==> config.mk <==
export PLATFORM = sky130hd
export DESIGN_NAME = wwdg_top
export DESIGN_NICKNAME = d
export VERILOG_FILES = /design/src/rtl/wwdg_pkg.sv /design/src/rtl/wwdg_window_cfg.sv /design/src/rtl/wwdg_tickcnt.sv /design/src/rtl/wwdg_keyseq.sv /design/src/rtl/wwdg_ctrl.sv /design/src/rtl/wwdg_top.sv
export SDC_FILE = /design/constraint.sdc
export NUM_CORES = 1
export LEC_CHECK = 0
export ABC_AREA = 1
export BUFFER_PORTS_ARGS = -buffer_cell sky130_fd_sc_hd__buf_2
export CAP_MARGIN = 20
export CORE_ASPECT_RATIO = 0.7
export CORE_UTILIZATION = 65
export CTS_BUF_LIST = sky130_fd_sc_hd__clkbuf_8
export CTS_CLUSTER_DIAMETER = 80
export DETAILED_ROUTE_END_ITERATION = 16
export PLACE_DENSITY = 0.85
export SYNTH_ARGS = -nofsm -noshare
export SYNTH_HDL_FRONTEND = slang
export SYNTH_SLANG_ARGS = --single-unit
==> constraint.sdc <==
create_clock -name clk -period 3.4 [get_ports clk]
set_input_delay 0.17 -clock clk [delete_from_list [all_inputs] [get_ports clk]]
set_output_delay 0.17 -clock clk [all_outputs]
set_load 0.03 [all_outputs]
==> src/rtl/wwdg_pkg.sv <==
package wwdg_pkg;
  typedef enum logic [1:0] {PH_INIT, PH_CLOSED, PH_OPEN, PH_PULSE} phase_e;
  localparam logic [7:0] KEY_FIRST  = 8'hAA;
  localparam logic [7:0] KEY_SECOND = 8'h55;
endpackage

==> src/rtl/wwdg_window_cfg.sv <==
module wwdg_window_cfg #(
  parameter int UNIT_TICKS = 10,
  parameter int CODE_W     = 3,
  parameter int CW         = 10
) (
  input  logic              clk,
  input  logic              rst,
  input  logic              we,
  input  logic [CODE_W-1:0] code_in,
  output logic [CW-1:0]     half_ticks
);
  localparam int NCODES = 1 << CODE_W;

  logic [CODE_W-1:0] code_q;
  logic [CW-1:0]     lut [NCODES];

  always_ff @(posedge clk) begin
    if (rst) code_q <= '0;
    else if (we) code_q <= code_in;
  end

  for (genvar g = 0; g < NCODES; g++) begin : g_lut
    assign lut[g] = CW'((UNIT_TICKS << g) / 2);
  end

  assign half_ticks = lut[code_q];

  // the code only moves on an enabled write
  p_cfg_locked_r5: assert property (@(posedge clk) disable iff (rst)
    !we |=> $stable(code_q));
endmodule

==> src/rtl/wwdg_tickcnt.sv <==
module wwdg_tickcnt #(
  parameter int CW = 10
) (
  input  logic          clk,
  input  logic          rst,
  input  logic          tick,
  input  logic          hold,
  input  logic          clr,
  input  logic [CW-1:0] limit,
  output logic          last
);
  logic [CW-1:0] cnt;

  always_ff @(posedge clk) begin
    if (rst) cnt <= '0;
    else if (clr) cnt <= '0;
    else if (tick && !hold) cnt <= cnt + 1'b1;
  end

  assign last = tick && !hold && (cnt == limit - 1'b1);

  // a held counter keeps its value
  p_hold_stable_r11: assert property (@(posedge clk) disable iff (rst)
    (hold && !clr) |=> $stable(cnt));
endmodule

==> src/rtl/wwdg_keyseq.sv <==
module wwdg_keyseq
  import wwdg_pkg::*;
(
  input  logic       clk,
  input  logic       rst,
  input  logic       restart,
  input  logic       advance,
  output logic [7:0] expect_key
);
  logic second_q;

  always_ff @(posedge clk) begin
    if (rst) second_q <= 1'b0;
    else if (restart) second_q <= 1'b0;
    else if (advance) second_q <= ~second_q;
  end

  assign expect_key = second_q ? KEY_SECOND : KEY_FIRST;

  // each accepted key flips the expected one
  p_key_toggles_r7: assert property (@(posedge clk) disable iff (rst)
    (advance && !restart) |=> (expect_key != $past(expect_key)));
endmodule

==> src/rtl/wwdg_ctrl.sv <==
module wwdg_ctrl
  import wwdg_pkg::*;
#(
  parameter int RST_CLKS = 16
) (
  input  logic       clk,
  input  logic       rst,
  input  logic       last,
  input  logic       svc_wr,
  input  logic       cfg_wr,
  input  logic [7:0] wr_data,
  input  logic [7:0] expect_key,
  input  logic       dbg_off,
  input  logic       lowpwr,
  output phase_e     phase,
  output logic       cnt_clr,
  output logic       cnt_hold,
  output logic       key_restart,
  output logic       key_advance,
  output logic       cfg_we,
  output logic       win_open_o,
  output logic       wd_off_o,
  output logic       wd_rst_o
);
  localparam int PW = $clog2(RST_CLKS + 1);

  phase_e        ph_q, nxt;
  logic [PW-1:0] pcnt;
  logic          key_ok;

  assign key_ok   = (wr_data == expect_key);
  assign cnt_hold = (ph_q == PH_PULSE) || lowpwr || dbg_off;
  assign phase    = ph_q;

  always_comb begin
    nxt         = ph_q;
    cnt_clr     = 1'b0;
    key_restart = 1'b0;
    key_advance = 1'b0;
    cfg_we      = 1'b0;
    if (ph_q == PH_PULSE) begin
      if (pcnt == PW'(RST_CLKS - 1)) begin
        nxt         = PH_INIT;
        cnt_clr     = 1'b1;
        key_restart = 1'b1;
      end
    end else if (dbg_off) begin
      nxt         = PH_INIT;
      cnt_clr     = 1'b1;
      key_restart = 1'b1;
    end else if (lowpwr) begin
      key_restart = 1'b1;
    end else begin
      case (ph_q)
        PH_INIT: begin
          cfg_we = cfg_wr;
          if (svc_wr) begin
            if (key_ok) begin
              nxt         = PH_CLOSED;
              cnt_clr     = 1'b1;
              key_advance = 1'b1;
            end else begin
              nxt = PH_PULSE;
            end
          end else if (last) begin
            nxt = PH_PULSE;
          end
        end
        PH_CLOSED: begin
          if (svc_wr) nxt = PH_PULSE;
          else if (last) begin
            nxt     = PH_OPEN;
            cnt_clr = 1'b1;
          end
        end
        PH_OPEN: begin
          if (svc_wr) begin
            if (key_ok) begin
              nxt         = PH_CLOSED;
              cnt_clr     = 1'b1;
              key_advance = 1'b1;
            end else begin
              nxt = PH_PULSE;
            end
          end else if (last) begin
            nxt = PH_PULSE;
          end
        end
        default: nxt = PH_INIT;
      endcase
      if (nxt == PH_PULSE) cnt_clr = 1'b1;
    end
  end

  always_ff @(posedge clk) begin
    if (rst) begin
      ph_q       <= PH_INIT;
      pcnt       <= '0;
      win_open_o <= 1'b1;
      wd_off_o   <= 1'b0;
      wd_rst_o   <= 1'b0;
    end else begin
      ph_q       <= nxt;
      pcnt       <= (ph_q == PH_PULSE && nxt == PH_PULSE) ? pcnt + 1'b1 : '0;
      win_open_o <= !(dbg_off || lowpwr) && (nxt == PH_INIT || nxt == PH_OPEN);
      wd_off_o   <= dbg_off || lowpwr;
      wd_rst_o   <= (nxt == PH_PULSE);
    end
  end

  // a write in the closed half ends in a reset pulse
  p_closed_write_r6: assert property (@(posedge clk) disable iff (rst)
    (ph_q == PH_CLOSED && svc_wr && !dbg_off && !lowpwr) |=> wd_rst_o);
  // debug disable forces the initial phase with the block off
  p_dbg_init_r10: assert property (@(posedge clk) disable iff (rst)
    (dbg_off && ph_q != PH_PULSE) |=> (ph_q == PH_INIT && wd_off_o && !win_open_o));
  // the pulse always hands over to the initial phase
  p_pulse_to_init_r9: assert property (@(posedge clk) disable iff (rst)
    $fell(wd_rst_o) |-> (ph_q == PH_INIT));
  // never open while a reset pulse is out
  p_no_open_in_pulse_r1: assert property (@(posedge clk) disable iff (rst)
    wd_rst_o |-> !win_open_o);
endmodule

==> src/rtl/wwdg_top.sv <==
module wwdg_top
  import wwdg_pkg::*;
#(
  parameter int UNIT_TICKS = 10,
  parameter int CODE_W     = 3,
  parameter int INIT_TICKS = 256,
  parameter int RST_CLKS   = 16
) (
  input  logic       clk,
  input  logic       rst,
  input  logic       tick_i,
  input  logic       wr_en_i,
  input  logic       wr_sel_i,
  input  logic [7:0] wr_data_i,
  input  logic       dbg_off_i,
  input  logic       lowpwr_i,
  output logic       win_open_o,
  output logic       wd_off_o,
  output logic       wd_rst_o
);
  localparam int MAX_WIN = (UNIT_TICKS << ((1 << CODE_W) - 1)) / 2;
  localparam int MAXT    = (INIT_TICKS > MAX_WIN) ? INIT_TICKS : MAX_WIN;
  localparam int CW      = $clog2(MAXT + 1);

  phase_e        phase;
  logic          last, cnt_clr, cnt_hold, key_restart, key_advance, cfg_we;
  logic [7:0]    expect_key;
  logic [CW-1:0] half_ticks, limit;

  assign limit = (phase == PH_INIT) ? CW'(INIT_TICKS) : half_ticks;

  wwdg_window_cfg #(.UNIT_TICKS(UNIT_TICKS), .CODE_W(CODE_W), .CW(CW)) u_cfg (
    .clk(clk), .rst(rst), .we(cfg_we), .code_in(wr_data_i[CODE_W-1:0]),
    .half_ticks(half_ticks));

  wwdg_tickcnt #(.CW(CW)) u_cnt (
    .clk(clk), .rst(rst), .tick(tick_i), .hold(cnt_hold), .clr(cnt_clr),
    .limit(limit), .last(last));

  wwdg_keyseq u_key (
    .clk(clk), .rst(rst), .restart(key_restart), .advance(key_advance),
    .expect_key(expect_key));

  wwdg_ctrl #(.RST_CLKS(RST_CLKS)) u_ctrl (
    .clk(clk), .rst(rst), .last(last),
    .svc_wr(wr_en_i && !wr_sel_i), .cfg_wr(wr_en_i && wr_sel_i),
    .wr_data(wr_data_i), .expect_key(expect_key),
    .dbg_off(dbg_off_i), .lowpwr(lowpwr_i), .phase(phase),
    .cnt_clr(cnt_clr), .cnt_hold(cnt_hold), .key_restart(key_restart),
    .key_advance(key_advance), .cfg_we(cfg_we),
    .win_open_o(win_open_o), .wd_off_o(wd_off_o), .wd_rst_o(wd_rst_o));
endmodule

**Word level (Yosys, flattened, before mapping)**

Memory sizes are Yosys's and may differ from the RTL's.
Cells that the tools add are included.

- $add $sub $neg: 3
- $lt $le $gt $ge: 1
- Equality and inequality tests: 9
- Muxes and demuxes: 38
- Bitwise operators: 3
- Reduce and logical (&&, ||, !) cells: 19

Operators with widths:

| kind | number |
|---|---|
| 2-to-1 mux 10 bit | 3 |
| 2-to-1 mux 2 bit | 12 |
| 2-to-1 mux 1 bit | 20 |
| adder 10 x 1 -> 10 bit (second input constant) | 1 |
| == test 10 bit | 1 |
| == test 2 bit (second input constant) | 5 |
| subtractor 10 x 1 -> 10 bit (second input constant) | 1 |
| == test 8 bit | 1 |
| 2-to-1 mux 8 bit | 1 |
| OR reduction 2 bit | 4 |
| logical AND 1 bit | 6 |
| adder 5 x 1 -> 5 bit (second input constant) | 1 |
| == test 5 x 4 -> 1 bit (second input constant) | 1 |
| >= comparator 4 bit (second input constant) | 1 |
| logical NOT 2 bit | 2 |
| logical OR 1 bit | 4 |
| NOT 3 -> 4 bit | 1 |
| one-hot mux 2 bit (2 select lines) | 1 |
| logical NOT 1 bit | 3 |
| == test 2 x 1 -> 1 bit (second input constant) | 1 |
| NOT 1 bit | 2 |
| one-hot mux 1 bit (2 select lines) | 1 |

- Bits in registers: 24
- Memory bits (read-only): 80
- Input bits: 15
- Output and inout bits: 3
- Word-level logic and storage cells: 82
- Memories kept: 1

Memories:

| name | depth | width | rd ports | clocked after Yosys merged registers in | write ports | RTL line | RTL |
|---|---|---|---|---|---|---|---|
| (no name shown) | 8 | 10 | 1 | 0 | 0 | wwdg_window_cfg.sv:26 | `assign half_ticks = lut[code_q];` |

**Depth between registers and ports, before layout**

- Depth after elaboration: 21
- Gate-level depth with buffers: 21
- Depth with buffers taken out: 21

**Cells and area by module**

From an unflattened synthesis, not the netlist that was laid out.

- Cells, all modules: 335
- Area total of the unflattened synthesis: 1991.9 um2

By module, submodules not included:

| module | times used | cells each | area each (um2) | sequential area each (um2) |
|---|---|---|---|---|
| wwdg_tickcnt | 1 | 159 | 948.4 | 200.2 |
| wwdg_ctrl | 1 | 99 | 608.1 | 200.2 |
| wwdg_window_cfg | 1 | 39 | 236.5 | 60.1 |
| wwdg_top | 1 | 24 | 101.3 | 0.0 |
| wwdg_keyseq | 1 | 14 | 97.6 | 20.0 |

**Least setup slack after synthesis**

Ideal clock, no wire load.

- Path kind: reg2reg
- Start point: register u_ctrl.ph_q[1], in the netlist u_ctrl.phase[1]
- End point: register u_cnt.cnt[1]
- Library setup time: 0.119 ns
- Arrival time: 2.011 ns
- Required time: 3.281 ns
- Path slack: 1.270 ns
- Stages on the path, launching flop included: 17
- Path buffers: 0
- Clock period less this slack: 2.130 ns
- Path through: dfxtp_1 -> nor2_2 -> nor2_2 -> nand3_1 -> ha_1 -> inv_1 -> nand2_1 -> nand2_1 -> nor2_1 -> nand4_1 -> nor2_1 -> nand3_1 -> o2bb2ai_1 -> o21ai_1 -> nand2_1 -> nand2_4 -> nor2_2

- Longest elaborated chain between the ends: 18
- Elaborated cells on any way between the ends: 30
- Classes of those cells: add/sub (1); eq/ne (5); mux (16); reduce/logical (8)

RTL lines:

| item | RTL line | RTL |
|---|---|---|
| start: declaration | wwdg_ctrl.sv:27 | `phase_e ph_q, nxt;` |
| start signal: assignment | wwdg_ctrl.sv:103 | `ph_q <= nxt;` |
| parallel branches: the longest is 18 deep, another holds subtractor 10 x 1 -> 10 bit | n/a |  |
| end signal: assignment | wwdg_tickcnt.sv:17 | `else if (tick && !hold) cnt <= cnt + 1'b1;` |
| end: declaration | wwdg_tickcnt.sv:12 | `logic [CW-1:0] cnt;` |

Several ways; the timed one is not identified. The select of a mux whose other input is x is not followed.
A chain may end at the register's enable or synchronous reset.

**Worst setup path after layout**

- Start point: register u_ctrl.ph_q[1], in the netlist u_ctrl.phase[1]
- End point: register u_ctrl.wd_rst_o

- Longest elaborated chain between the ends: 16
- Elaborated cells on any way between the ends: 26
- Classes of those cells: add/sub (1); eq/ne (5); mux (13); reduce/logical (7)

RTL lines:

| item | RTL line | RTL |
|---|---|---|
| parallel branches: the longest is 14 deep, another holds subtractor 10 x 1 -> 10 bit | n/a |  |
| 2-to-1 mux 2 bit (*) | wwdg_ctrl.sv:41 | `if (ph_q == PH_PULSE) begin` |
| == test 2 bit (*) | wwdg_ctrl.sv:107 | `wd_rst_o <= (nxt == PH_PULSE);` |
| end signal: assignment | wwdg_ctrl.sv:107 |  |
| end: declaration | wwdg_ctrl.sv:23 | `output logic wd_rst_o` |

Every way passes the cells marked *. The select of a mux whose other input is x is not followed.

==> results.txt <==
Worst-path fanout max: 6
Final critical-path share of the clock period: 0.779
Post-synthesis mux area share: 0
First-pass GRT wire length: 6.21 mm
R2R cell count: 21
VDD IR-drop max: 0.311 mV
Initial DRC Count: 181
Crit-path slowest cell: dfxtp_1
Status: finished clean
Hold-critical path depth: 2
Avg WL per Cell: 12.0 µm
Post-synth top area cell: dfxtp_1
Die Wd: 62.4 µm
FMAX: 378 MHz
Crit end category: register
CTS Buf Count: 3
Yosys warns: 0
Routed Antenna Nets: 0
Number of register bits inferred by synthesis: 24
Synth area leaders: dfxtp_1 29%, nand2_1 15%, inv_1 9.0%
Placed Cells: 309
Simple-gate share of the synthesized area: 0.429
Die H: 44.3 µm
CP arrival: 2.82 ns
Overall Power: 621 µW
Post-synth ARST share: 0
Main combinational cell family by area after synthesis: simple AND/OR/NAND/NOR gates
PwrDens: 340 nW/µm²
# port buffers: 17
Largest stage delay, worst path: 0.45 ns
Max clock buf depth: 2
# H-tree levels: 1
Largest net degree at the start of global routing: 15
CTS tree: yes
Most frequent cell after synthesis: nand2_1
Clk_lat worst skew: 0.27 ns
Delay-heaviest family, CP: simple AND/OR/NAND/NOR gates
Max Transition Viols Final: 0
Fin crit period: 2.65 ns
Mean Syn Cell Area: 6.28 µm²
Layout Cells excl Fill: 313
CTS Hold Bufs: 0
Cell count along the critical path: 21
Slew @ Worst Pin: 0.522 ns
Cts repair resizes: 0
Overall Global Routing Usage: 0.293
Area Growth Syn to Fin: 10.1%
Synth Area in Adders: 0.0302
Post-synth EDFFs: 0
Via count: 1637
Max-Cap Viols: 0
Top Ports: 18
Final hold vios: 0
Yosys cell types: 26
CTS Sinks: 24
Vias per Instance: 5.23
Core Rows: 14
DRC: 0
Worst EP required: 3.57 ns
Layout cell share with drive strength beyond 1: 0.174
XOR/XNOR share of the synthesized area: 0.0581
Crit path cell chain: nor2_2 -> nor2_2 -> nand3_1 -> ha_1 -> inv_1 -> nand2_1 -> nand2_1 -> nor2_1 -> nand3_1 -> nor2_1 -> nand2_1 -> nor2_1 -> nand4_1 -> nand2_1 -> nand2_1 -> nand2_1 -> nand2_1 -> nand2_1 -> nand2_1 -> nand2_1 -> nor2_1
Gr ovfl total: 0
DRT Wirelength: 3.75 mm
Top FF cell, synth: dfxtp_1
Final setup violation count: 0
Vias in the first global route: 1338
Synthesized net count: 283
Post-Syn Area: 1660 µm²
Clock Skews: 0.00540 ns
Initial antenna violation count: 0
Placeable Area: 2280 µm²
Area share of the largest cell type after synthesis: 0.290
N_diodes: 0
Post-CTS setup buffers: 0
Relative slew slack: 0.649
Pleak: 0.866 nW
Drt pass-1 iters: 5
Setup tns final: 0 ns
RSZ-0062 raised after global routing: no
Worst hold slack: 0.0750 ns
Layout Utilization: 0.802
Root Buffer: clkbuf_8
Most frequent cells after synthesis: 68 x nand2_1, 40 x inv_1, 27 x nand3_1, 25 x nor2_1, 24 x dfxtp_1
Post-synthesis compound-gate area fraction: 0.0671
Hold WC Path Type: primary input to register
GP Congestion: 0.975
# nets final: 301
Reg clk slew, reported paths: 0.08 ns
Setup CP Type: register to register
Detailed Place HPWL: 2.89 mm
Post-synthesis sequential area ratio: 0.290
Die ar.: 2760 µm²
Most frequent CP cell: nand2_1
Syn Inst Count: 264
Initial Util: 0.729
Worst Setup Start Kind: register
Worst path buffer plus inverter count: 1
registers in the layout (all words and copies together), names as in the netlist:
| signal | flops |
|---|---|
| u_ctrl.wd_off_o | 1 |
| u_key.second_q | 1 |
| u_cnt.cnt | 10 |
| u_ctrl.pcnt | 5 |
| u_ctrl.phase | 2 |
| u_cfg.code_q | 3 |
| u_ctrl.win_open_o | 1 |
| u_ctrl.wd_rst_o | 1 |
worst paths after layout:
check / endpoint / slack [ns] / startpoint
worst max-delay path: u_ctrl.wd_rst_o / 0.75 / u_ctrl.phase[1]
worst min-delay path: u_ctrl.phase[0] / 0.08 / rst
worst max register to register: u_ctrl.wd_rst_o / 0.75 / u_ctrl.phase[1]
worst min register to register: u_ctrl.pcnt[0] / 0.46 / u_ctrl.pcnt[0]
cells by family (layout without fill, tap and decap cells):
logic type,after synthesis,after routing
compound gates,20,20
xor+xnor,11,11
fa+ha+maj,4,4
buf+inv,52,69
flops,24,24
simple gates,153,153
through the flow:
stage | area, µm² | setup WS, ns
floorplan | 1660 | 1.27
global placement | 1760 | 0.854
detailed placement | 1760 | 0.877
CTS | 1830 | 0.818
global route | 1830 | 0.600
finish | 1830 | 0.753
area by class of cell:
cell class                 instances  area [µm²]
inverter                          48         180
tap                               32        40.0
timing repair buffer              17        85.1
multi-input combinational        188         970
clock inverter                     1        30.0
sequential                        24         480
clock buffer                       3        41.3
fill                             180         450
per-layer routing:
layer | wire, µm | GRT usage | up-vias | part of all wire
li1 | - | - | 866 | -
met1 | 1930 | 0.434 | 710 | 0.52
met2 | 1430 | 0.411 | 55 | 0.38
met3 | 333 | 0.0851 | 6 | 0.089
met4 | 49 | 0.0837 | 0 | 0.013
met5 | 0 | 0 | - | 0
cells in the final DEF, fill, tap and decap left out, drive strengths merged:
| cell | Yosys | layout |
|---|---|---|
| nand2 | 70 | 70 |
| inv | 48 | 48 |
| nor2 | 39 | 39 |
| nand3 | 29 | 29 |
| dfxtp | 24 | 24 |
| buf | 4 | 17 |
| xor2 | 10 | 10 |
| o21ai | 10 | 10 |
| nand4 | 7 | 7 |
| a21oi | 7 | 7 |
| nor3 | 4 | 4 |
| ha | 4 | 4 |
| clkbuf | 0 | 3 |
| o41ai | 2 | 2 |
| nor4 | 1 | 1 |
| xnor2 | 1 | 1 |
| nand3b | 1 | 1 |
| o2bb2ai | 1 | 1 |
| or2 | 1 | 1 |
| nor3b | 1 | 1 |
| bufinv | 0 | 1 |
power breakdown:
group,internal [mW],switching (mW)
registers,0.285,0.00537
logic,0.0286,0.0553
clock network,0.157,0.0897
No activity file was read; power rests on OpenSTA's default activity.
